===== src/rtl/pp_pkg.sv =====
package pp_pkg;
    typedef enum logic [2:0] {
        K_NONE,
        K_ERASE,
        K_PROG,
        K_READ,
        K_RDADDR,
        K_WRADDR
    } pp_kind_e;

    localparam logic SPACE_CODE = 1'b1;
    localparam logic SPACE_DATA = 1'b0;
endpackage


===== src/rtl/pp_cmd_decode.sv =====
module pp_cmd_decode
    import pp_pkg::*;
(
    input  logic [3:0] cmd,
    output pp_kind_e   kind,
    output logic       space
);
    always_comb begin
        space = cmd[3];
        unique casez (cmd)
            4'b0000: kind = K_ERASE;
            4'b?010: kind = K_PROG;
            4'b?011: kind = K_READ;
            4'b0110: kind = K_RDADDR;
            4'b1110: kind = K_WRADDR;
            default: kind = K_NONE;
        endcase
    end
endmodule


===== src/rtl/pp_mem_model.sv =====
module pp_mem_model #(
    parameter int CODE_AW = 6,
    parameter int DATA_AW = 4,
    parameter int LAT     = 8
) (
    input  logic        clk,
    input  logic        rst_n,
    input  logic        req,
    input  logic        op_erase,
    input  logic        wr_space,
    input  logic [15:0] addr,
    input  logic [7:0]  wdata,
    input  logic        rd_space,
    output logic [7:0]  rdata,
    output logic        done
);
    localparam int CODE_DEPTH = 1 << CODE_AW;
    localparam int DATA_DEPTH = 1 << DATA_AW;
    localparam int CW         = $clog2(LAT + 1);

    logic [7:0]    code_q [CODE_DEPTH];
    logic [7:0]    data_q [DATA_DEPTH];
    logic [CW-1:0] cnt_q;
    logic          done_q;
    logic          unused_addr;

    assign unused_addr = ^addr[15:CODE_AW];

    always_ff @(posedge clk or negedge rst_n) begin
        if (!rst_n) begin
            for (int i = 0; i < CODE_DEPTH; i++) code_q[i] <= 8'hFF;
            for (int i = 0; i < DATA_DEPTH; i++) data_q[i] <= 8'hFF;
        end else if (req) begin
            if (op_erase) begin
                for (int i = 0; i < CODE_DEPTH; i++) code_q[i] <= 8'hFF;
                for (int i = 0; i < DATA_DEPTH; i++) data_q[i] <= 8'hFF;
            end else if (wr_space) begin
                code_q[addr[CODE_AW-1:0]] <= wdata;
            end else begin
                data_q[addr[DATA_AW-1:0]] <= wdata;
            end
        end
    end

    always_ff @(posedge clk or negedge rst_n) begin
        if (!rst_n) begin
            cnt_q  <= '0;
            done_q <= 1'b0;
        end else begin
            done_q <= (cnt_q == CW'(1));
            if (req)               cnt_q <= CW'(LAT);
            else if (cnt_q != '0)  cnt_q <= cnt_q - CW'(1);
        end
    end

    assign rdata = rd_space ? code_q[addr[CODE_AW-1:0]] : data_q[addr[DATA_AW-1:0]];
    assign done  = done_q;

    AST_DONE_SINGLE: assert property (@(posedge clk) disable iff (!rst_n)
        done |=> !done);
endmodule


===== src/rtl/pp_cmd_if.sv =====
module pp_cmd_if
    import pp_pkg::*;
#(
    parameter int CODE_AW = 6,
    parameter int DATA_AW = 4,
    parameter int LAT     = 8
) (
    input  logic       clk,
    input  logic       rst_n,
    input  logic       en_n,
    input  logic [3:0] cmd,
    input  logic       addr_sel,
    input  logic [7:0] data_in,
    output logic [7:0] data_out,
    output logic       data_oe,
    output logic       busy
);
    typedef struct packed {
        logic       en_prev;
        logic       busy;
        logic       is_prog;
        logic       req;
        logic       req_erase;
        logic       wr_space;
        logic [7:0] wdata;
        logic       oe;
        logic [7:0] dout;
        logic [7:0] addr_hi;
        logic [7:0] addr_lo;
    } st_t;

    st_t      s_d, s_q;
    pp_kind_e kind;
    logic     space;
    logic     strobe;
    logic [7:0] mem_rdata;
    logic     mem_done;

    pp_cmd_decode u_dec (
        .cmd   (cmd),
        .kind  (kind),
        .space (space)
    );

    pp_mem_model #(
        .CODE_AW (CODE_AW),
        .DATA_AW (DATA_AW),
        .LAT     (LAT)
    ) u_mem (
        .clk      (clk),
        .rst_n    (rst_n),
        .req      (s_q.req),
        .op_erase (s_q.req_erase),
        .wr_space (s_q.wr_space),
        .addr     ({s_q.addr_hi, s_q.addr_lo}),
        .wdata    (s_q.wdata),
        .rd_space (space),
        .rdata    (mem_rdata),
        .done     (mem_done)
    );

    assign strobe = s_q.en_prev && !en_n;

    always_comb begin
        s_d         = s_q;
        s_d.req     = 1'b0;
        s_d.en_prev = en_n;
        if (en_n) s_d.oe = 1'b0;
        if (mem_done) begin
            s_d.busy = 1'b0;
            if (s_q.is_prog) s_d.addr_lo = s_q.addr_lo + 8'd1;
        end
        if (strobe && !s_q.busy) begin
            unique case (kind)
                K_ERASE: begin
                    s_d.busy      = 1'b1;
                    s_d.req       = 1'b1;
                    s_d.req_erase = 1'b1;
                    s_d.is_prog   = 1'b0;
                end
                K_PROG: begin
                    s_d.busy      = 1'b1;
                    s_d.req       = 1'b1;
                    s_d.req_erase = 1'b0;
                    s_d.is_prog   = 1'b1;
                    s_d.wr_space  = space;
                    s_d.wdata     = data_in;
                end
                K_READ: begin
                    s_d.oe   = 1'b1;
                    s_d.dout = mem_rdata;
                end
                K_RDADDR: begin
                    s_d.oe   = 1'b1;
                    s_d.dout = addr_sel ? s_q.addr_hi : s_q.addr_lo;
                end
                K_WRADDR: begin
                    if (addr_sel) s_d.addr_hi = data_in;
                    else          s_d.addr_lo = data_in;
                end
                default: ;
            endcase
        end
    end

    always_ff @(posedge clk or negedge rst_n) begin
        if (!rst_n) begin
            s_q         <= '0;
            s_q.en_prev <= 1'b1;
        end else begin
            s_q <= s_d;
        end
    end

    assign data_out = s_q.dout;
    assign data_oe  = s_q.oe;
    assign busy     = s_q.busy;

    AST_OE_RELEASE: assert property (@(posedge clk) disable iff (!rst_n)
        en_n |=> !data_oe);
    AST_REQ_FROM_IDLE: assert property (@(posedge clk) disable iff (!rst_n)
        s_q.req |-> !$past(s_q.busy));
    AST_OE_NOT_BUSY: assert property (@(posedge clk) disable iff (!rst_n)
        data_oe |-> !busy);
    AST_BUSY_HOLD: assert property (@(posedge clk) disable iff (!rst_n)
        busy && !mem_done |=> busy);
    AST_HI_NO_CARRY: assert property (@(posedge clk) disable iff (!rst_n)
        mem_done |=> $stable(s_q.addr_hi));
endmodule


===== config.mk =====
export PLATFORM = sky130hd
export DESIGN_NAME = pp_cmd_if
export DESIGN_NICKNAME = d
export VERILOG_FILES = /design/src/rtl/pp_pkg.sv /design/src/rtl/pp_cmd_decode.sv /design/src/rtl/pp_mem_model.sv /design/src/rtl/pp_cmd_if.sv
export SDC_FILE = /design/constraint.sdc
export NUM_CORES = 1
export LEC_CHECK = 0
export ABC_CLOCK_PERIOD_IN_PS = 3100
export CORE_MARGIN = 2
export CORE_UTILIZATION = 40
export CTS_BUF_LIST = sky130_fd_sc_hd__clkbuf_16
export DETAILED_ROUTE_END_ITERATION = 6
export DONT_BUFFER_PORTS = 1
export PLACE_DENSITY = 0.56
export SYNTH_ARGS = -nofsm -noshare
export SYNTH_HDL_FRONTEND = slang
export SYNTH_SLANG_ARGS = --single-unit
export TNS_END_PERCENT = 10

===== constraint.sdc =====
create_clock -name clk -period 3.1 [get_ports clk]
set_clock_uncertainty 0.15 [all_clocks]
set_input_delay 0.465 -clock clk [delete_from_list [all_inputs] [get_ports clk]]
set_output_delay 0.465 -clock clk [all_outputs]
set_load 0.1 [all_outputs]

# Yosys cells after proc, flatten, opt, wreduce, memory -nomap -nowiden
# Cells that the tools add are included.
# totals
mem_bits_rw	0
n_memories	0
output_inout_bits	10
latch_bits	0
in_bits	16
elab_cells	162
register_bits	684
rom_bits	0
# op_classes
n_reduce_logical	18
div_mod_pow	0
n_mul	0
magnitude_cmp	4
n_eq_ne	11
add_sub_neg	2
n_shift	0
n_mux	32
bitwise	2
# ops
cell	n
2-to-1 mux 512 bit	2
bitwise mux 512 bit	1
2-to-1 mux 128 bit	2
bitwise mux 128 bit	1
2-to-1 mux 8 bit	12
binary-select mux 8 bit (select 6 bit)	1
demux 8 bit (select 6 bit)	1
2-to-1 mux 38 bit	1
binary-select mux 8 bit (select 4 bit)	1
demux 8 bit (select 4 bit)	1
case mux 9 bit (2 select lines)	1
2-to-1 mux 16 bit	1
case mux 3 bit (5 select lines)	1
== test 3 x 2 -> 1 bit, second input constant	4
AND reduction 2 bit	5
2-to-1 mux 9 bit	1
adder 8 x 1 -> 8 bit, second input constant	1
2-to-1 mux 4 bit	2
case mux 4 bit (2 select lines)	1
nonzero test 2 bit	4
>= comparator 7 bit, second input constant	1
less-than comparator 7 x 1 -> 1 bit, second input constant	1
NOT 6 -> 7 bit	1
== test 3 bit, second input constant	2
15 further kinds	20

# Logic depth before layout (Yosys ltp)
# depth
depth_word	8
mapped_depth	12
depth_no_buf	7

# Hierarchy
# Synthesis repeated with hierarchy kept, for this count alone.
# hier_totals
hier_cells	2850
area_unflattened_um2	31778.0
# modules_own_cells
module	instances	seq_area_each_um2	cells_each	area_each_um2
pp_mem_model	1	16941.2	2675	29828.6
pp_cmd_if	1	977.2	168	1896.8
pp_cmd_decode	1	0.0	7	52.6

# Least setup slack after synthesis
# No wires, ideal clock.
# synth_path
path_type	reg2reg
from	register s_q (netlist bit busy)
to	register s_q (netlist bit data_out[2])
setup_ns	0.090
required_time_ns	2.860
path_stages_with_launch	7
setup_slack_ns	0.347
n_path_buf	0
arrival_ns	2.512
period_less_slack_ns	2.753
cell_sequence	dfrtp_1 -> nor3b_2 -> o21ai_0 -> a2111oi_0 -> a21oi_1 -> or4_1 -> o221ai_1
# synth_between
elab_chain_len	3
# synth_rtl
item	line	text
start: declaration	pp_cmd_if.sv:32	st_t s_d, s_q;
zero test 1 bit	pp_cmd_if.sv:73	if (strobe && !s_q.busy) begin
logical AND 1 bit	pp_cmd_if.sv:73	
AND reduction 2 bit (no line)	n/a	
# Every way passes these cells.
# A chain may end at the register's enable or synchronous reset.

# Final worst setup path
# layout_path
from	register s_q[1] (netlist name)
to	register s_q (netlist bit data_out[3])
# layout_between
elab_chain_len	6
word_cells_on_any_way	10
classes_between	mux (8); bitwise (2)
# layout_rtl
item	line	text
NOT 6 -> 7 bit (implied by the code) / NOT 4 -> 5 bit (equally long branches)	pp_mem_model.sv:56	assign rdata = rd_space ? code_q[addr[CODE_AW-1:0]] : data_q[addr[DATA_AW-1:0]];
binary-select mux 8 bit (select 6 bit) / binary-select mux 8 bit (select 4 bit) (equally long branches)	pp_mem_model.sv:56	
2-to-1 mux 8 bit (implied by the code) (2 in a row)	pp_mem_model.sv:56	
2-to-1 mux 8 bit (*)	pp_mem_model.sv:56	
case mux 9 bit (2 select lines) (*)	pp_cmd_if.sv:74	unique case (kind)
# Mark *: on every way between the ends. The rest lies on a longest branch, timed or not. The select of a mux whose other input is x is not followed.

==> qor.txt <==
Status -> complete, but fails checks
Failing checks -> hold timing, slew limit, setup timing
Fillcell total -> 7345
Crit Path Category -> flip-flop to flip-flop
Crit-path cells -> nand2_2 > buf_12 > o22ai_1 > o21ai_0 > a21oi_1 > or4_1 > a221oi_1
Syn Area/Cell -> 9.79 sq um
Async SR Flop Fraction -> 100%
CP Buf/Inv Count -> 1
Layout area overhead -> 15.6%
Vias per cell -> 5.86
Critical Path Slowest Stage Cell -> dfrtp_4
Setup crit start kind -> flip-flop
Share of cells above drive strength 1 -> 33.7%
Worst Path Required -> 3480 ps
Yosys Warn Count -> 0
Synthesized netlist cell count -> 3242
CP max FO -> 22
CTS Sinks -> 684
Pwr dens -> 485 nW/um^2
Clk_lat worst skew -> 650 ps
Quantity of hold-fixing buffers added after cts -> 16
CTS clk-pin slew, worst paths -> 60 ps
Initial antenna violation count -> 3
TritonRoute pass-1 iters -> 6
DRT Wirelength -> 112000 um
Syn nets -> 3264
CP max stage delay -> 640 ps
Vias in the first global route -> 25270
Final Max Tran Viols -> 497
# Max-Cap Violations -> 0
Synth top area share -> 53.1%
Wire per inst -> 25.3 um
Flops & latches, synth -> 684
Initial DRC count -> 2620
Port Buf Inserts -> 0
Largest net degree at the start of global routing -> 685
Post-route ant nets -> 0
Post-synth EDFFs -> 0
Top cells by area, synth -> dfstp_2 53%, a21oi_1 9.5%, nor2_1 7.2%
TritonCTS clock tree -> done
Leak -> 14.3 nW
Overall routing resource usage -> 27.2%
Hold Violations, Final -> 170
Worst IR drop on VDD -> 0.000380 V
Worst r2r src -> s_q[1]$_DFF_PN0_
I/O Pins -> 26
Placed Cells -> 4252
Core area -> 78700 sq um
Synth area leader -> dfstp_2
Sum of negative setup slack -> -15.6 ps
Sequential-to-total area share from yosys stat -> 56.5%
Delay-heaviest family, CP -> compound AO/OA/AOI/OAI gates
PnR worst setup slack -> -15.6 ps
Grt ovf -> 0
Slew HR -> -106%
Finished Layout Cells -> 4412
TritonCTS Buffers -> 77
Min-delay worst type -> primary input to async pin
Root Driver -> clkbuf_16
Cell variety after synth -> 76
Final setup fails -> 1
# DRC -> 0
Worst slew pin tran -> 3090 ps
Hold_ws -> -227 ps
Die area -> 81600 sq um
RSZ-0062 raised after global routing -> true
Crit path arrival time -> 3490 ps
Row count -> 103
Worst Setup SP -> s_q[1]$_DFF_PN0_
Vias -> 25833
Routability cong. -> 0.931
Area of the mapped netlist -> 31700 sq um
CTS HTree Levels -> 3
Critical Path End Type -> flip-flop
Detailed Place HPWL -> 72400 um
Starting density of the core -> 40.3%
Nets -> 3319
Clock buffer depth -> 3
First-pass GRT wire length -> 168000 um
Die H -> 286 um
Final Cycle Share -> 101%
Ys flop type -> dfstp_2
Die width -> 286 um
F_max -> 321 MHz
Tmin final -> 3120 ps
-- cell type report --
cell class | count | area [sq um] | share of cell area [%]
multi-input cells | 2251 | 12600 | 34.3
inverters | 20 | 75.1 | 0.205
repair buffers | 263 | 2400 | 6.54
clock inverters | 60 | 427 | 1.16
diodes | 6 | 15.0 | 0.0409
well taps | 1050 | 1310 | 3.58
clock buffers | 78 | 1950 | 5.32
flip-flops and latches | 684 | 17900 | 48.9
-- cells by family after synthesis --
group	count (synthesis)	synth area share, %
AOI/OAI and AO/OA	1143	20.9
and+or+nand+nor	973	13.1
DFF	684	56.5
buffers and inverters	307	4.34
muxes	121	4.79
xor gates and xnor gates	8	0.221
adders and majority gates	6	0.237
-- routing by layer --
metal  vias up  share of wire, %  track usage (%)
li1      11600                 -                -
met1     12973                43             38.1
met2      1035                46             42.1
met3       223               7.6             5.10
met4         2               3.5             10.2
met5         -             0.011                0
-- path summary, 6_finish.rpt --
| kind | end | slack (ps) | depth (start not counted) |
|---|---|---|---|
| setup / recovery | data_out[3]$_DFFE_PN0P_ | -20 | 7 |
| hold / removal | u_mem.code_q[374]$_DFFE_PN1P_ | -230 | 0 |
| setup reg to reg | data_out[3]$_DFFE_PN0P_ | -20 | 7 |
| hold reg to reg | u_mem.data_q[36]$_DFFE_PN1P_ | 330 | 2 |
| max in group asynchronous | s_q[34]$_DFFE_PN0P_ | 740 | 0 |
| min in group clk | s_q[6]$_DFF_PN0_ | 50 | 3 |
-- placed cells by master (no fill, tap or decap), types with 17 or more instances in the layout --
master	netlist	routed
dfstp_2	641	641
a21oi_1	605	605
nor2_1	611	603
buf_4	15	215
o21ai_0	197	196
nand2_1	188	187
o22ai_1	119	119
clkbuf_16	0	78
mux2_2	66	66
o221ai_1	55	54
dfrtp_1	43	39
mux2i_1	38	38
inv_1	19	37
buf_12	1	30
a211oi_1	25	25
nor3_1	23	23
nand3_1	22	22
nor2_2	20	20
a221oi_1	19	19
clkinv_1	0	18
nor3b_1	18	17
-- Yosys cell counts (12+ instances only) --
cell      number
nor3_1        23
nor2b_1       14
a221oi_1      19
mux4_2        13
dfstp_2      641
nand3_1       22
clkbuf_1     142
inv_1         19
mux2_2        66
a211oi_1      25
a21oi_1      605
mux2i_1       38
buf_2        116
o21ai_0      197
nor3b_1       18
nor2_1       611
nand2_1      188
nor2_2        20
buf_4         15
dfrtp_1       43
a22oi_1       16
a21o_1        12
and3b_1       14
o22ai_1      119
o221ai_1      55
buf_1         12
-- state kept, by name, indices dropped and copies added (netlist names) --
name          count
busy              1
u_mem.done        1
u_mem.code_q    512
data_out          8
data_oe           1
u_mem.data_q    128
u_mem.cnt_q       4
s_q              29
-- worst register-to-register path, cell delays in order (launching register included) --
cell and delay [ps]:
dfrtp_4 640, nand2_2 400, buf_12 270, o22ai_1 120
o21ai_0 350, a21oi_1 230, or4_1 500, a221oi_1 330
-- per-stage QoR --
step                cell area [sq um]  util [%]  hold WS (ps)  setup WS, ps  power, mW
finish                          36700      46.6          -227         -15.6       17.8
global route                    36700      46.6          -536         -13.1       18.3
CTS                             36600      46.5          -561          5.76       17.9
detailed placement              34100      43.3           129          -115       9.12
global placement                34100      43.3           121          -114       9.12
floorplan                       31700         -          19.4           347       9.12
-- power breakdown --
group	switching (mW)	leakage, nW	total, mW	internal [mW]
clock	3.86	1.24	8.78	4.92
combinational	0.0200	5.86	0.0386	0.0187
sequential	0.000267	7.15	8.97	8.97
-- timing repair --
action                                  CTS  global route
gates resized for setup                   3             7
pin swaps                                 0             1
endpoints found under the setup margin    2             4
setup buffers                             0             0
endpoints found under the hold margin   716           481
Power figures use the tool's default switching activity.
